**config.mk**
```make
export PLATFORM = sky130hd
export DESIGN_NAME = inbound_window_decoder
export DESIGN_NICKNAME = d
export VERILOG_FILES = /design/src/rtl/inbound_window_decoder.sv
export SDC_FILE = /design/constraint.sdc
export NUM_CORES = 1
export LEC_CHECK = 0
export BUFFER_PORTS_ARGS = -buffer_cell sky130_fd_sc_hd__buf_2
export CORE_AREA = 2 2 102 104
export DETAILED_ROUTE_END_ITERATION = 10
export DIE_AREA = 0 0 104 106
export PLACE_DENSITY = 0.68
export SLEW_MARGIN = 20
export SYNTH_ARGS = -nofsm -noshare
export SYNTH_HDL_FRONTEND = slang
export SYNTH_SLANG_ARGS = --single-unit
```
**constraint.sdc**
```tcl
create_clock -name clk -period 4.4 [get_ports clk]
set_input_delay 0.22 -clock clk [delete_from_list [all_inputs] [get_ports clk]]
set_output_delay 0.22 -clock clk [all_outputs]
set_load 0.02 [all_outputs]
```
**src/rtl/inbound_window_decoder.sv**
```systemverilog
module inbound_window_decoder #(
  parameter int          AW        = 32,
  parameter int          MAW       = 24,
  parameter int          SAW       = 16,
  parameter int          SLOT_BITS = 8,
  parameter int          MIN_BITS  = 16,
  parameter int          CODE_W    = 4,
  parameter int          W_MAXCODE = 11,
  parameter logic [AW-1:0]  W_BASE_RST = 32'h0800_0000,
  parameter logic [CODE_W-1:0] W_CODE_RST = 4'd11,
  parameter logic [MAW-1:0] M_BASE_RST = 24'hC0_0000,
  parameter logic [CODE_W-1:0] M_CODE_RST = 4'd6,
  parameter logic [SAW-1:0] S_BASE_RST = 16'h0100
) (
  input  logic          clk,
  input  logic          rst_n,
  input  logic          cfg_we,
  input  logic [2:0]    cfg_addr,
  input  logic [AW-1:0] cfg_wdata,
  input  logic          req_valid,
  input  logic [1:0]    req_space,
  input  logic [AW-1:0] req_addr,
  output logic          hit,
  output logic [2:0]    win_sel,
  output logic [AW-1:0] offset
);

  localparam int M_MAXCODE = MAW - MIN_BITS;
  localparam logic [1:0] SP_SMALL = 2'd0;
  localparam logic [1:0] SP_MID   = 2'd1;
  localparam logic [1:0] SP_WIDE  = 2'd2;

  logic [AW-1:0]     wbase_q;
  logic [CODE_W-1:0] wcode_q;
  logic [MAW-1:0]    mbase_q;
  logic [CODE_W-1:0] mcode_q;
  logic [SAW-1:0]    sbase_q;
  logic              sep_q;

  always_ff @(posedge clk or negedge rst_n) begin
    if (!rst_n) begin
      wbase_q <= W_BASE_RST;
      wcode_q <= W_CODE_RST;
      mbase_q <= M_BASE_RST;
      mcode_q <= M_CODE_RST;
      sbase_q <= S_BASE_RST;
      sep_q   <= 1'b1;
    end else if (cfg_we) begin
      case (cfg_addr)
        3'd0: wbase_q <= cfg_wdata;
        3'd1: wcode_q <= cfg_wdata[CODE_W-1:0];
        3'd2: mbase_q <= cfg_wdata[MAW-1:0];
        3'd3: mcode_q <= cfg_wdata[CODE_W-1:0];
        3'd4: sbase_q <= cfg_wdata[SAW-1:0];
        3'd5: sep_q   <= cfg_wdata[0];
        default: ;
      endcase
    end
  end

  logic [CODE_W-1:0] wcode_eff, mcode_eff;
  logic [AW:0]       wspan;
  logic [MAW:0]      mspan;
  logic [AW-1:0]     wmask, wbase_eff;
  logic [MAW-1:0]    mmask, mbase_eff;

  assign wcode_eff = (wcode_q > CODE_W'(W_MAXCODE)) ? CODE_W'(W_MAXCODE) : wcode_q;
  assign mcode_eff = (mcode_q > CODE_W'(M_MAXCODE)) ? CODE_W'(M_MAXCODE) : mcode_q;
  assign wspan     = (AW+1)'(1) << (MIN_BITS + int'(wcode_eff));
  assign mspan     = (MAW+1)'(1) << (MIN_BITS + int'(mcode_eff));
  assign wmask     = wspan[AW-1:0] - AW'(1);
  assign mmask     = mspan[MAW-1:0] - MAW'(1);
  assign wbase_eff = wbase_q & ~wmask;
  assign mbase_eff = mbase_q & ~mmask;

  logic shared, low_region;
  logic w_hit, m_hit, s_hit, m_space;
  logic [MAW-1:0] maddr;

  assign shared     = !sep_q && (wbase_eff == '0);
  assign low_region = (req_addr[AW-1:MAW] == '0);
  assign maddr      = req_addr[MAW-1:0];
  assign m_space    = (req_space == SP_MID) || (req_space == SP_WIDE && shared && low_region);

  assign w_hit = req_valid && req_space == SP_WIDE && !(shared && low_region)
                 && ((req_addr & ~wmask) == wbase_eff);
  assign m_hit = req_valid && m_space && ((maddr & ~mmask) == mbase_eff);
  assign s_hit = req_valid && req_space == SP_SMALL
                 && (req_addr[SAW-1:SLOT_BITS] == sbase_q[SAW-1:SLOT_BITS]);

  logic [AW-1:0] off_d;
  always_comb begin
    off_d = '0;
    if (w_hit)      off_d = req_addr & wmask;
    else if (m_hit) off_d = AW'(maddr & mmask);
    else if (s_hit) off_d = AW'(req_addr[SLOT_BITS-1:0]);
  end

  always_ff @(posedge clk or negedge rst_n) begin
    if (!rst_n) begin
      hit     <= 1'b0;
      win_sel <= '0;
      offset  <= '0;
    end else begin
      hit     <= w_hit | m_hit | s_hit;
      win_sel <= {w_hit, m_hit, s_hit};
      offset  <= off_d;
    end
  end

endmodule

```
## Word level (Yosys, flattened, before mapping)

Index checks and enable logic that the tools add are counted.

- Register bits after elaboration: 117
- Latch bits: 0
- Bits in writable memories: 0
- Bits in read-only memories: 0
- Input bits: 73
- Output and inout bits: 36
- Logic and storage cells: 66
- Memories: 0

- $add $sub $neg: 4
- Multiply operators: 0
- Divide/modulo/power cells: 0
- Magnitude comparators: 2
- Eq/ne operators: 10
- Shift-type cells: 2
- Mux-type cells: 5
- Bitwise operators: 10
- Reductions and logical operators: 24

Operators by type and width:

| kind | count |
|---|---|
| AND 32 bit | 3 |
| AND 24 bit | 3 |
| equality test 32 bit | 1 |
| zero test 32 bit | 1 |
| 2-to-1 mux 32 bit | 1 |
| inverter 32 bit | 1 |
| << shifter 1 x 6 -> 32 bit, first input constant | 1 |
| subtractor 32 x 1 -> 32 bit, second input constant | 1 |
| equality test 24 bit | 1 |
| 2-to-1 mux 24 bit | 1 |
| inverter 24 bit | 1 |
| << shifter 1 x 6 -> 24 bit, first input constant | 1 |
| subtractor 24 x 1 -> 24 bit, second input constant | 1 |
| adder 5 x 4 -> 6 bit, first input constant | 2 |
| AND reduction 2 bit | 6 |
| logical AND 1 bit | 11 |
| equality test 8 bit | 1 |
| greater-than comparator 4 bit, second input constant | 2 |
| zero test 8 bit | 1 |
| 2-to-1 mux 4 bit | 2 |
| 2-to-1 mux 8 bit | 1 |
| equality test 3 x 2 -> 1 bit, second input constant | 2 |
| equality test 3 bit, second input constant | 2 |
| equality test 3 x 1 -> 1 bit, second input constant | 1 |
| 7 further kinds | 9 |

## Longest topological paths before layout

Gate-level depths: netlist (run 1).

- Depth in word-level cells: 16
- Gate-level depth with buffers: 13

## Least setup slack after synthesis (run 1)

No wires, ideal clock.

- Path kind: register to register
- Start: reg wcode_q[3]
- End: reg offset[0]
- Library setup time: 0.081 ns
- Arrival: 3.086 ns
- Required time: 4.319 ns
- Slack: 1.233 ns
- Stages on the path, launching flop included: 14
- Buffers on the path: 4
- Period minus slack after synthesis: 3.167 ns
- Cells stage by stage: dfstp_2 buf_2 buf_2 nor4_1 inv_1 ha_1 buf_2 nor3_1 o211ai_1 a32o_1 o41ai_4 mux2_4 buf_6 a21boi_1

- Cells in the longest elaborated chain, start to end: 16

RTL lines:

| element | RTL line | RTL |
|---|---|---|
| start: declaration | 34 | `logic [CODE_W-1:0] wcode_q;` |
| start signal: assignment | 51 | `3'd1: wcode_q <= cfg_wdata[CODE_W-1:0];` |
| greater-than comparator 4 bit | 67 | `assign wcode_eff = (wcode_q > CODE_W'(W_MAXCODE)) ? CODE_W'(W_MAXCODE) : wcode_q;` |
| 2-to-1 mux 4 bit * | 67 |  |
| adder 5 x 4 -> 6 bit * | 69 | `assign wspan = (AW+1)'(1) << (MIN_BITS + int'(wcode_eff));` |
| << shifter 1 x 6 -> 32 bit * | 69 |  |
| subtractor 32 x 1 -> 32 bit * | 71 | `assign wmask = wspan[AW-1:0] - AW'(1);` |
| inverter 32 bit | 73, 86 |  |
| AND 32 bit | 73 | `assign wbase_eff = wbase_q & ~wmask;` |
| zero test 32 bit | 80 | `assign shared = !sep_q && (wbase_eff == '0);` |
| logical AND 1 bit | 80 |  |
| logical AND 1 bit (2 in a row) | 83 | `assign m_space = (req_space == SP_MID) \|\| (req_space == SP_WIDE && shared && low_region);` |
| logical OR 1 bit | 83 |  |
| logical AND 1 bit (2 in a row) | 87 | `assign m_hit = req_valid && m_space && ((maddr & ~mmask) == mbase_eff);` |
| 2-to-1 mux 24 bit | 95 | `else if (m_hit) off_d = AW'(maddr & mmask);` |
| 2-to-1 mux 32 bit * | 94 | `if (w_hit) off_d = req_addr & wmask;` |
| via off_d[0] | 91 | `logic [AW-1:0] off_d;` |
| end signal: assignment | 103 | `offset <= '0;` |
| end signal: assignment | 107 | `offset <= off_d;` |
| end: declaration | 25 | `output logic [AW-1:0] offset` |

Mark *: on every way through the listed nets, which the timed path passes. The rest lies on a longest branch.
A chain may end at the register's enable or synchronous reset.

## Worst setup path in the final report (run 1)

- Start: reg wcode_q[2]
- End: reg offset[3]

Same word-level chain as after synthesis.

==> reports/qor.log, run 1 <==
INFO  outcome        status=finished, final reports clean
INFO  clock_tree     clock_insertion_delay_worst_skew=0.35ns
INFO  pwr            switching_share=31.5%
INFO  die            die_height=106um
INFO  pwr            totalPowerFinal=2.00mW
INFO  timing         timing.setup.tns=0ns
INFO  synth          number_of_warnings_reported_in_the_yosys_synthesis_log=0
INFO  synth          synth-main-ff-cell=sky130_fd_sc_hd__dfrtp_1
INFO  timing         slew_viol_final=0
INFO  setup_path     worstPathMaxFanout=17
INFO  detailed_routing drt_first_pass_iters=5
INFO  synth          synth.lib_cells_used.distinct=56
INFO  pwr            power.static_leakage=2.20nW
INFO  pwr            power_frac_clock=29.5%
INFO  pwr            pwr-share-comb=23.6%
INFO  synth          post_synth_xor_area_fraction=7.72%
INFO  detailed_routing post-route-drc-count=0
INFO  synth          synth_top_family_by_area=simple AND/OR/NAND/NOR gates
INFO  timing         setup_viol=0
INFO  placement      port-buffer-count=104
INFO  synth          mappedNetlistArea=3850squm
INFO  global_route   grt_overflow=0
INFO  placement      detailed_placer_s_ending_hpwl=7060um
INFO  global_route   vias_in_the_first_global_route=3068
INFO  setup_path     start_kind=register
INFO  layout         final_core_utilization=47.5%
INFO  synth          synth_compound_gate_area_share=12.0%
INFO  die            core_area=10000squm
INFO  setup_path     critical_path.slowest_cell=sky130_fd_sc_hd__dfrtp_1
INFO  global_route   wire_length_of_the_first_global_routing_pass=15100um
INFO  clock_tree     clock_tree.htree_level_count=3
INFO  timing         worstMarginPinSlew=1.01ns
INFO  setup_path     worst_setup_path_class=register to register
INFO  timing         max_freq=261MHz
INFO  layout         area_growth_syn_to_layout=23.3%
INFO  detailed_routing viasPerCell=5.14
INFO  detailed_routing wl_per_cell=16.0um
INFO  setup_path     worst_path_dominant_cell_family=compound AO/OA/AOI/OAI gates
INFO  die            fp-row-count=37
INFO  die            die_area=11000squm
INFO  timing         grt_setup_unrepaired=no
INFO  synth          synth_async_reset_ratio=100%
INFO  pwr            power.internal=1.37mW
INFO  clock_tree     clock_path_buffers=2
INFO  synth          synth_simple_gate_area_share=15.2%
INFO  setup_path     critical_path.n_buffers_inverters=2
INFO  layout         n_antenna_cell=0
INFO  flow_run       max_cap_viol_count=0
INFO  die            ios=109
INFO  setup_path     crit_path_cell_trace=nor4_1, inv_1, ha_1, nor4bb_1, o21bai_1, a32o_1, o41ai_4, buf_4, mux2_4, a21boi_1
INFO  setup_path     cp-end-kind=register
INFO  global_route   grt_max_degree=78
INFO  timing         hold_violations=0
INFO  worst_hold_path hold_path_class=primary input to async pin
INFO  synth          post_synth.cell_area_avg=11.8squm
INFO  synth          synth.top_cells.by_area=sky130_fd_sc_hd__dfrtp_1 43%, sky130_fd_sc_hd__mux2_2 11%, sky130_fd_sc_hd__dfstp_2 6.8%
INFO  setup_path     cp.arrival=4.11ns
INFO  pwr            power_density=421nW/um^2
INFO  setup_path     critical_path_required=4.67ns
INFO  detailed_routing route.antenna.remaining_nets=0
INFO  clock_tree     postCtsSetupRepairBufs=0
INFO  detailed_routing vias=2968
INFO  synth          synth_instances=326
INFO  clock_tree     cts_tree=done
INFO  clock_tree     post_cts_resized=0
INFO  synth          synth.ff_latch_count=77
INFO  timing         maxSlewHeadroom=31.7%
INFO  synth          synth_adder_area_share=0.649%
INFO  clock_tree     cts.hold.buffers_added=0
INFO  clock_tree     path_clk_slew=0.08ns
INFO  detailed_routing detail_route.wirelength=9240um
INFO  timing         min_period=3.84ns
INFO  synth          synth-edff-count=0
INFO  synth          yosysSeqAreaShare=50.3%
INFO  synth          synth_common_cells=67 x sky130_fd_sc_hd__dfrtp_1, 38 x sky130_fd_sc_hd__mux2_2, 19 x sky130_fd_sc_hd__xnor2_1
INFO  timing         final.period_utilization=87.2%
INFO  synth          yosys.cell_count.top_type=sky130_fd_sc_hd__dfrtp_1
INFO  layout         count_of_fill_cells_added_during_filler_insertion=969
INFO  pwr            seq_power_share=46.8%
INFO  layout         nets=511
INFO  layout         layout-drive-gt1-share=40.8%
INFO  die            floorplan.initialDensity=38.6%
INFO  synth          post-synth-top-area-cell=sky130_fd_sc_hd__dfrtp_1
INFO  placement      gp_routability_congestion=0.863
INFO  die            die_w=104um
INFO  global_route   antenna_found_initial=0
INFO  global_route   grt_util_all_layers=17.3%
INFO  pwr            power.net_switching=0.630mW
INFO  detailed_routing dr.first_iter.drc_count=162
INFO  setup_path     worst_path_largest_cell_delay=0.61ns
INFO  clock_tree     cts.root.buffer_cell=sky130_fd_sc_hd__clkbuf_8
INFO  clock_tree     clock_sink_count=77
INFO  timing         post_route_clock_skew=0.00690ns
INFO  synth          synth.mux.area_fraction=11.5%
INFO  clock_tree     tritoncts.num_buffers=9
INFO  synth          synth.top_cell.area_share=43.5%
INFO  pwr            worst_vdd_rail_ir_drop=0.000198V
==> flip-flops by register name, indices dropped and copies added, names as in the netlist <==
register	flops
wbase_q	16
mbase_q	8
hit	1
offset	32
win_sel	3
wcode_q	4
sep_q	1
sbase_q	8
mcode_q	4
==> area by class of cell <==
cell class              count  area, sq um  share of cell area [%]
clock buffers               9          124                    2.61
inverters                   9         33.8                   0.711
multi-input cells         232         1840                    38.8
repair buffers            107          546                    11.5
clock inverters             7         97.6                    2.05
well taps                 136          170                    3.58
flip-flops and latches     77         1940                    40.8
==> logic make-up (layout without fill, tap and decap cells) <==
group	Yosys count	after routing
AO/OA/AOI/OAI	59	59
XOR/XNOR	34	34
adder cells (fa/ha/maj)	2	2
buffers and inverters	20	132
flip-flops	77	77
multiplexers	39	39
other	1	4
AND/OR/NAND/NOR	94	94
==> metal layers <==
layer | share of wire, % | global-route usage, % | up-vias
li1 | - | - | 1404
met1 | 43 | 21.7 | 1437
met2 | 47 | 28.1 | 111
met3 | 8.1 | 5.21 | 16
met4 | 1.9 | 7.14 | 0
met5 | 0 | 0 | -
==> worst register-to-register path, stage by stage (launching register included) <==
cell and delay [ns]:
sky130_fd_sc_hd__dfrtp_1 0.61, sky130_fd_sc_hd__nor4_1 0.55, sky130_fd_sc_hd__inv_1 0.09, sky130_fd_sc_hd__ha_1 0.36, sky130_fd_sc_hd__nor4bb_1 0.32, sky130_fd_sc_hd__o21bai_1 0.16, sky130_fd_sc_hd__a32o_1 0.31, sky130_fd_sc_hd__o41ai_4 0.54
sky130_fd_sc_hd__buf_4 0.26, sky130_fd_sc_hd__mux2_4 0.41, sky130_fd_sc_hd__a21boi_1 0.17
==> worst paths after layout <==
check | from | endpoint | slack [ns] | cells past startpoint
worst min register to register | mbase_q[19] | mbase_q[19] | 0.53 | 1
worst max register to register | wcode_q[2] | offset[3] | 0.56 | 10
worst max-delay path | wcode_q[2] | offset[3] | 0.56 | 10
worst min-delay path | rst_n | sbase_q[11] | 0.001 | 1
max in group asynchronous | rst_n | wbase_q[28] | 3.78 | 1
min in group clk | cfg_wdata[30] | wbase_q[30] | 0.08 | 3
==> cell usage in the layout, fill, tap and decap left out, types with 3 or more instances in the layout <==
cell	synthesis	routed
sky130_fd_sc_hd__clkbuf_8	0	9
sky130_fd_sc_hd__dfstp_2	10	10
sky130_fd_sc_hd__xor2_1	15	15
sky130_fd_sc_hd__xnor2_1	19	19
sky130_fd_sc_hd__dfrtp_1	67	67
sky130_fd_sc_hd__nand4_1	4	4
sky130_fd_sc_hd__nand2b_1	3	3
sky130_fd_sc_hd__o211ai_1	4	4
sky130_fd_sc_hd__a21oi_1	6	6
sky130_fd_sc_hd__nor2_1	8	8
sky130_fd_sc_hd__nor4bb_1	3	3
sky130_fd_sc_hd__nor3b_1	8	8
sky130_fd_sc_hd__o21ai_0	7	7
sky130_fd_sc_hd__o21a_1	7	7
sky130_fd_sc_hd__and3_1	3	3
sky130_fd_sc_hd__nand2_1	16	16
sky130_fd_sc_hd__mux2_2	38	38
sky130_fd_sc_hd__buf_2	4	103
sky130_fd_sc_hd__nor3_1	11	10
sky130_fd_sc_hd__nor2b_1	12	12
sky130_fd_sc_hd__a21boi_1	11	11
sky130_fd_sc_hd__nand3_1	5	5
sky130_fd_sc_hd__a211oi_1	3	3
sky130_fd_sc_hd__inv_1	9	9
sky130_fd_sc_hd__nor4_1	7	7
sky130_fd_sc_hd__conb_1	1	4
sky130_fd_sc_hd__buf_4	3	4
==> power groups by stage <==
| stage | combinational [mW] | clock [mW] | sequential, mW |
|---|---|---|---|
| final | 0.473 | 0.590 | 0.937 |
| after floorplan | 0.366 | 0 | 0.902 |
| after CTS | 0.474 | 0.609 | 0.937 |
| after detailed placement | 0.471 | 0 | 0.950 |
| after global routing | 0.520 | 0.633 | 0.955 |
| after global placement | 0.458 | 0 | 0.943 |
==> metrics by stage <==
stage                     hold slack, ns  instance area [sq um]  cells  worst slack [ns]
final                            0.00127                   4750    577             0.563
after global routing              0.0854                   4750    577             0.175
after CTS                         0.0475                   4750    577             0.604
after detailed placement           0.432                   4530    561             0.646
after global placement             0.416                   4530    561             0.769
after floorplan                  -0.0756                   3870    329              1.23
No activity file was read; power rests on OpenSTA's default activity.
==> run 2, diff against run 1 <==
==> constraint.sdc (replaced) <==
create_clock -name clk -period 4.4 [get_ports clk]
set_input_delay 0 -clock clk [delete_from_list [all_inputs] [get_ports clk]]
set_output_delay 0 -clock clk [all_outputs]
set_load 0.02 [all_outputs]
==> run 2 against run 1 <==
Sequential power about the same; non-clock buffer count grew 57; via count rose by 7.1%; hold slack better by 0.033 ns; fmax grew 0.93%; highest routed layer unchanged.
==> reports/qor.log, run 2 (synthesis gave the netlist of run 1 again) <==
INFO  outcome        status=finished, final reports clean
INFO  global_route   grt_overflow=0
INFO  setup_path     cp-end-kind=register
INFO  layout         n_antenna_cell=0
INFO  placement      port-buffer-count=104
INFO  timing         grt_setup_unrepaired=no
INFO  detailed_routing drt_first_pass_iters=4
INFO  clock_tree     post_cts_resized=0
INFO  die            ios=109
INFO  setup_path     start_kind=register
INFO  clock_tree     clock_insertion_delay_worst_skew=0.35ns
INFO  pwr            power_density=395nW/um^2
INFO  timing         final.period_utilization=86.4%
INFO  timing         worstMarginPinSlew=1.06ns
INFO  detailed_routing route.antenna.remaining_nets=0
INFO  die            die_area=11000squm
INFO  setup_path     worstPathMaxFanout=17
INFO  layout         nets=568
INFO  clock_tree     clock_path_buffers=2
INFO  die            die_height=106um
INFO  timing         hold_violations=0
INFO  global_route   vias_in_the_first_global_route=3469
INFO  die            die_w=104um
INFO  timing         hold-worst-slack=0.0339ns
INFO  layout         largestRegisters=offset (32), wbase_q (16)
INFO  global_route   grt_util_all_layers=19.1%
INFO  detailed_routing wl_per_cell=16.1um
INFO  layout         layout_common_cells=103 x sky130_fd_sc_hd__buf_2, 67 x sky130_fd_sc_hd__dfrtp_1, 57 x sky130_fd_sc_hd__dlygate4sd3_1
INFO  layout         mostFrequentLayoutCell=sky130_fd_sc_hd__buf_2
INFO  layout         layout-drive-gt1-share=36.1%
INFO  flow_run       max_cap_viol_count=0
INFO  timing         post_route_clock_skew=0.00504ns
INFO  clock_tree     tritoncts.num_buffers=9
INFO  layout         regMostFlops=offset
INFO  placement      detailed_placer_s_ending_hpwl=7090um
INFO  setup_path     cp.arrival=4.07ns
INFO  pwr            worst_vdd_rail_ir_drop=0.000230V
INFO  placement      postPlaceCellArea=4530squm
INFO  timing         min_period=3.80ns
INFO  clock_tree     postCtsSetupRepairBufs=0
INFO  clock_tree     clock_tree.htree_level_count=3
INFO  detailed_routing detail_route.wirelength=10200um
INFO  detailed_routing post-route-drc-count=0
INFO  setup_path     timing.critical_path.from=wcode_q[2]
INFO  pwr            totalPowerFinal=2.11mW
INFO  timing         maxSlewHeadroom=28.4%
INFO  timing         slew_viol_final=0
INFO  layout         area_growth_syn_to_layout=38.7%
INFO  setup_path     worst_setup_path_class=register to register
INFO  setup_path     endpoint=offset[1]
INFO  timing         max_freq=263MHz
INFO  setup_path     worst-r2r-setup-slack=0.60ns
INFO  detailed_routing vias=3179
INFO  die            core_area=10000squm
INFO  timing         setup_viol=0
INFO  global_route   antenna_found_initial=0
INFO  pwr            power.static_leakage=2.44nW
INFO  setup_path     timing.reg2reg.worst_path_depth=10
INFO  placement      gp_routability_congestion=0.848
INFO  setup_path     critical_path_required=4.67ns
INFO  layout         number_of_flip_flops_in_the_largest_register=32
INFO  timing         fin_ws=0.598ns
INFO  die            floorplan.initialDensity=38.6%
INFO  detailed_routing viasPerCell=5.01
INFO  clock_tree     path_clk_slew=0.08ns
INFO  global_route   wire_length_of_the_first_global_routing_pass=16900um
INFO  clock_tree     clock_sink_count=77
INFO  global_route   grt_max_degree=78
INFO  setup_path     capture_point_of_the_worst_reg_to_reg_path=offset[1]
INFO  placement      post-place-ws=0.673ns
INFO  worst_hold_path hold_path_class=primary input to register
INFO  clock_tree     cts_tree=done
INFO  timing         timing.setup.tns=0ns
INFO  die            fp-row-count=37
INFO  layout         fin_area=5350squm
INFO  setup_path     crit-reg2reg-launch=wcode_q[2]
INFO  clock_tree     cts.hold.buffers_added=57
INFO  detailed_routing dr.first_iter.drc_count=143
INFO  clock_tree     cts.root.buffer_cell=sky130_fd_sc_hd__clkbuf_8
-- run 2: cell count changes in the layout (fill, tap and decap cells not counted), sizes merged --
cell,delta
dlygate4sd3,+57
bufinv,+1
clkinv,-1
-- run 2: cell type report --
| cell class | count | area (sq um) |
|---|---|---|
| multi-input combinational | 232 | 1840 |
| tap | 136 | 170 |
| clock inverter | 7 | 123 |
| fill | 916 | 4650 |
| sequential | 77 | 1940 |
| inverter | 9 | 33.8 |
| clock buffer | 9 | 124 |
| timing repair buffer | 164 | 1120 |
-- run 2: per-stage QoR --
step,util [%],cells
3_5_place_dp,45.3,561
2_1_floorplan,-,329
3_3_place_gp,45.3,561
6_report,53.5,634
5_1_grt,53.5,634
4_1_cts,53.4,634
-- run 2: routing by layer --
layer	vias up	share of wire (%)	track usage (%)
met5	-	0	0
met4	0	1.5	6.56
met3	16	6.0	4.41
met2	94	49	32.4
met1	1553	44	24.1
li1	1516	-	-
-- run 2: worst min path at each step --
stage / start / end / slack (ns) / cells after the start
3_3_place_gp: rst_n / offset[31] / 0.20 / 1
3_5_place_dp: rst_n / offset[31] / 0.21 / 1
5_1_grt: req_space[1] / win_sel[2] / 0.05 / 3
2_1_floorplan: rst_n / hit / -0.30 / 0
6_report: req_space[1] / win_sel[2] / 0.03 / 3
4_1_cts: req_space[1] / win_sel[2] / 0.002 / 3
-- run 2: worst max-delay path: stages, from the launching register on --
cell	delay (ns)
sky130_fd_sc_hd__dfrtp_1	0.60
sky130_fd_sc_hd__nor4_1	0.55
sky130_fd_sc_hd__inv_1	0.09
sky130_fd_sc_hd__ha_1	0.34
sky130_fd_sc_hd__nor4bb_1	0.30
sky130_fd_sc_hd__o21bai_1	0.15
sky130_fd_sc_hd__a32o_1	0.31
sky130_fd_sc_hd__o41ai_4	0.55
sky130_fd_sc_hd__buf_4	0.26
sky130_fd_sc_hd__mux2_4	0.41
sky130_fd_sc_hd__a21boi_1	0.17
-- run 2: report_power, final --
group | internal, mW | leakage (nW) | switching (mW)
logic | 0.266 | 1.36 | 0.250
registers | 0.816 | 0.970 | 0.123
clock network | 0.380 | 0.116 | 0.278
==> run 3, diff against run 2 <==
==> constraint.sdc (replaced) <==
create_clock -name clk -period 3.5 [get_ports clk]
set_input_delay 0 -clock clk [delete_from_list [all_inputs] [get_ports clk]]
set_output_delay 0 -clock clk [all_outputs]
set_load 0.02 [all_outputs]
==> run 3 against run 2 <==
Via count grew 2.5%; combinational power grew 30%; highest routed layer unchanged; sequential power grew 26%; core utilization grew 0.48 points; hold slack gained 0.023 ns.
==> reports/qor.log, run 3 (synthesis gave the netlist of run 1 again) <==
INFO  outcome        status=finished, final reports clean
INFO  setup_path     cp-end-kind=register
INFO  layout         layout-drive-gt1-share=36.9%
INFO  timing         worstMarginPinSlew=0.970ns
INFO  setup_path     worstPathMaxFanout=19
INFO  timing         post_route_clock_skew=0.00615ns
INFO  die            floorplan.initialDensity=38.6%
INFO  die            die_w=104um
INFO  worst_hold_path hold_path_class=primary input to register
INFO  global_route   grt_max_degree=78
INFO  global_route   wire_length_of_the_first_global_routing_pass=16500um
INFO  global_route   grt_overflow=0
INFO  die            ios=109
INFO  setup_path     start_kind=register
INFO  global_route   antenna_found_initial=0
INFO  clock_tree     clock_tree.htree_level_count=3
INFO  layout         area_growth_syn_to_layout=40.0%
INFO  detailed_routing wl_per_cell=16.0um
INFO  die            die_area=11000squm
INFO  die            die_height=106um
INFO  placement      detailed_placer_s_ending_hpwl=7110um
INFO  timing         min_period=3.28ns
INFO  clock_tree     path_clk_slew=0.08ns
INFO  setup_path     critical_path_required=3.78ns
INFO  global_route   grt_util_all_layers=18.8%
INFO  layout         nets=571
INFO  clock_tree     clock_sink_count=77
INFO  clock_tree     tritoncts.num_buffers=9
INFO  global_route   vias_in_the_first_global_route=3406
INFO  layout         n_antenna_cell=0
INFO  layout         fin_area=5400squm
INFO  layout         regMostFlops=offset
INFO  detailed_routing viasPerCell=5.12
INFO  placement      port-buffer-count=104
INFO  timing         timing.setup.tns=0ns
INFO  detailed_routing drt_first_pass_iters=4
INFO  flow_run       max_cap_viol_count=0
INFO  worst_hold_path hold_depth=3
INFO  detailed_routing vias=3260
INFO  setup_path     worst_setup_path_class=register to register
INFO  timing         hold_violations=0
INFO  die            core_area=10000squm
INFO  timing         slew_viol_final=0
INFO  pwr            totalPowerFinal=2.67mW
INFO  layout         largestRegisters=offset (32), wbase_q (16)
INFO  detailed_routing dr.first_iter.drc_count=175
INFO  timing         setup_viol=0
INFO  clock_tree     cts.root.buffer_cell=sky130_fd_sc_hd__clkbuf_8
INFO  die            fp-row-count=37
INFO  timing         final.period_utilization=93.6%
INFO  timing         max_freq=305MHz
INFO  detailed_routing post-route-drc-count=0
INFO  timing         grt_setup_unrepaired=no
INFO  clock_tree     postCtsSetupRepairBufs=0
INFO  setup_path     timing.reg2reg.worst_path_depth=10
INFO  placement      gp_routability_congestion=0.867
INFO  layout         mostFrequentLayoutCell=sky130_fd_sc_hd__buf_2
INFO  timing         maxSlewHeadroom=34.5%
INFO  clock_tree     cts_tree=done
INFO  layout         number_of_flip_flops_in_the_largest_register=32
INFO  layout         layout_common_cells=103 x sky130_fd_sc_hd__buf_2, 67 x sky130_fd_sc_hd__dfrtp_1, 57 x sky130_fd_sc_hd__dlygate4sd3_1
INFO  placement      postPlaceCellArea=4550squm
INFO  pwr            worst_vdd_rail_ir_drop=0.000296V
INFO  clock_tree     clock_path_buffers=2
INFO  timing         hold-worst-slack=0.0570ns
INFO  pwr            power_density=495nW/um^2
INFO  detailed_routing route.antenna.remaining_nets=0
INFO  detailed_routing detail_route.wirelength=10200um
INFO  layout         count_of_fill_cells_added_during_filler_insertion=881
INFO  pwr            power.static_leakage=2.47nW
INFO  clock_tree     clock_insertion_delay_worst_skew=0.35ns
INFO  setup_path     cp.arrival=3.56ns
run 3: cell count changes in the layout (fill, tap and decap cells not counted), sizes merged:
| cell | change |
|---|---|
| buf | +3 |
run 3: worst paths after layout:
kind | from | endpoint | slack, ns
worst max-delay path | wcode_q[3] | offset[18] | 0.22
worst min-delay path | cfg_we | sep_q | 0.06
worst max register to register | wcode_q[3] | offset[18] | 0.22
worst min register to register | mbase_q[21] | mbase_q[21] | 0.54
max in group asynchronous | rst_n | wbase_q[28] | 2.54
min in group asynchronous | rst_n | offset[31] | 0.32
run 3: per-stage QoR:
step | util, % | setup WS (ns) | instances
3_5_place_dp | 45.5 | 0.202 | 564
2_1_floorplan | - | 0.333 | 329
3_3_place_gp | 45.5 | 0.319 | 564
5_1_grt | 54.0 | 0.0374 | 637
4_1_cts | 53.7 | 0.155 | 637
6_report | 54.0 | 0.224 | 637
run 3: area by class of cell:
class	instances	area, sq um	share of cell area (%)
Sequential cell	77	1940	36.0
Multi-Input combinational cell	232	1860	34.5
Timing Repair Buffer	167	1140	21.1
Tap cell	136	170	3.15
Clock buffer	9	124	2.30
Clock inverter	7	123	2.27
Inverter	9	33.8	0.626
run 3: power by group:
group	switching (mW)	internal, mW
Sequential	0.149	1.03
Combinational	0.329	0.343
Clock	0.345	0.477
Total	0.823	1.85
run 3: timing repair:
action	CTS	global route
hold buffers	57	0
endpoints found under the setup margin	0	24
resized for setup	0	4
hold endpoints to repair	136	0
run 3: layer usage:
metal	GRT usage (%)	vias to the layer above	wire length, um	share of wire [%]
met2	31.7	113	4960	49
met3	5.40	19	705	6.9
met1	23.3	1611	4360	43
met4	6.27	0	166	1.6
met5	0	-	0	0
li1	-	1517	-	-
run 3: worst max-delay path: stages, from the launching register on:
cell and delay, ns:
sky130_fd_sc_hd__dfstp_4 0.56, sky130_fd_sc_hd__nor4_2 0.37, sky130_fd_sc_hd__inv_1 0.08, sky130_fd_sc_hd__ha_1 0.35, sky130_fd_sc_hd__nor4bb_2 0.33, sky130_fd_sc_hd__o21bai_1 0.16, sky130_fd_sc_hd__a32o_1 0.31, sky130_fd_sc_hd__o41ai_4 0.37
sky130_fd_sc_hd__buf_4 0.23, sky130_fd_sc_hd__nor3b_1 0.22, sky130_fd_sc_hd__o21a_1 0.19
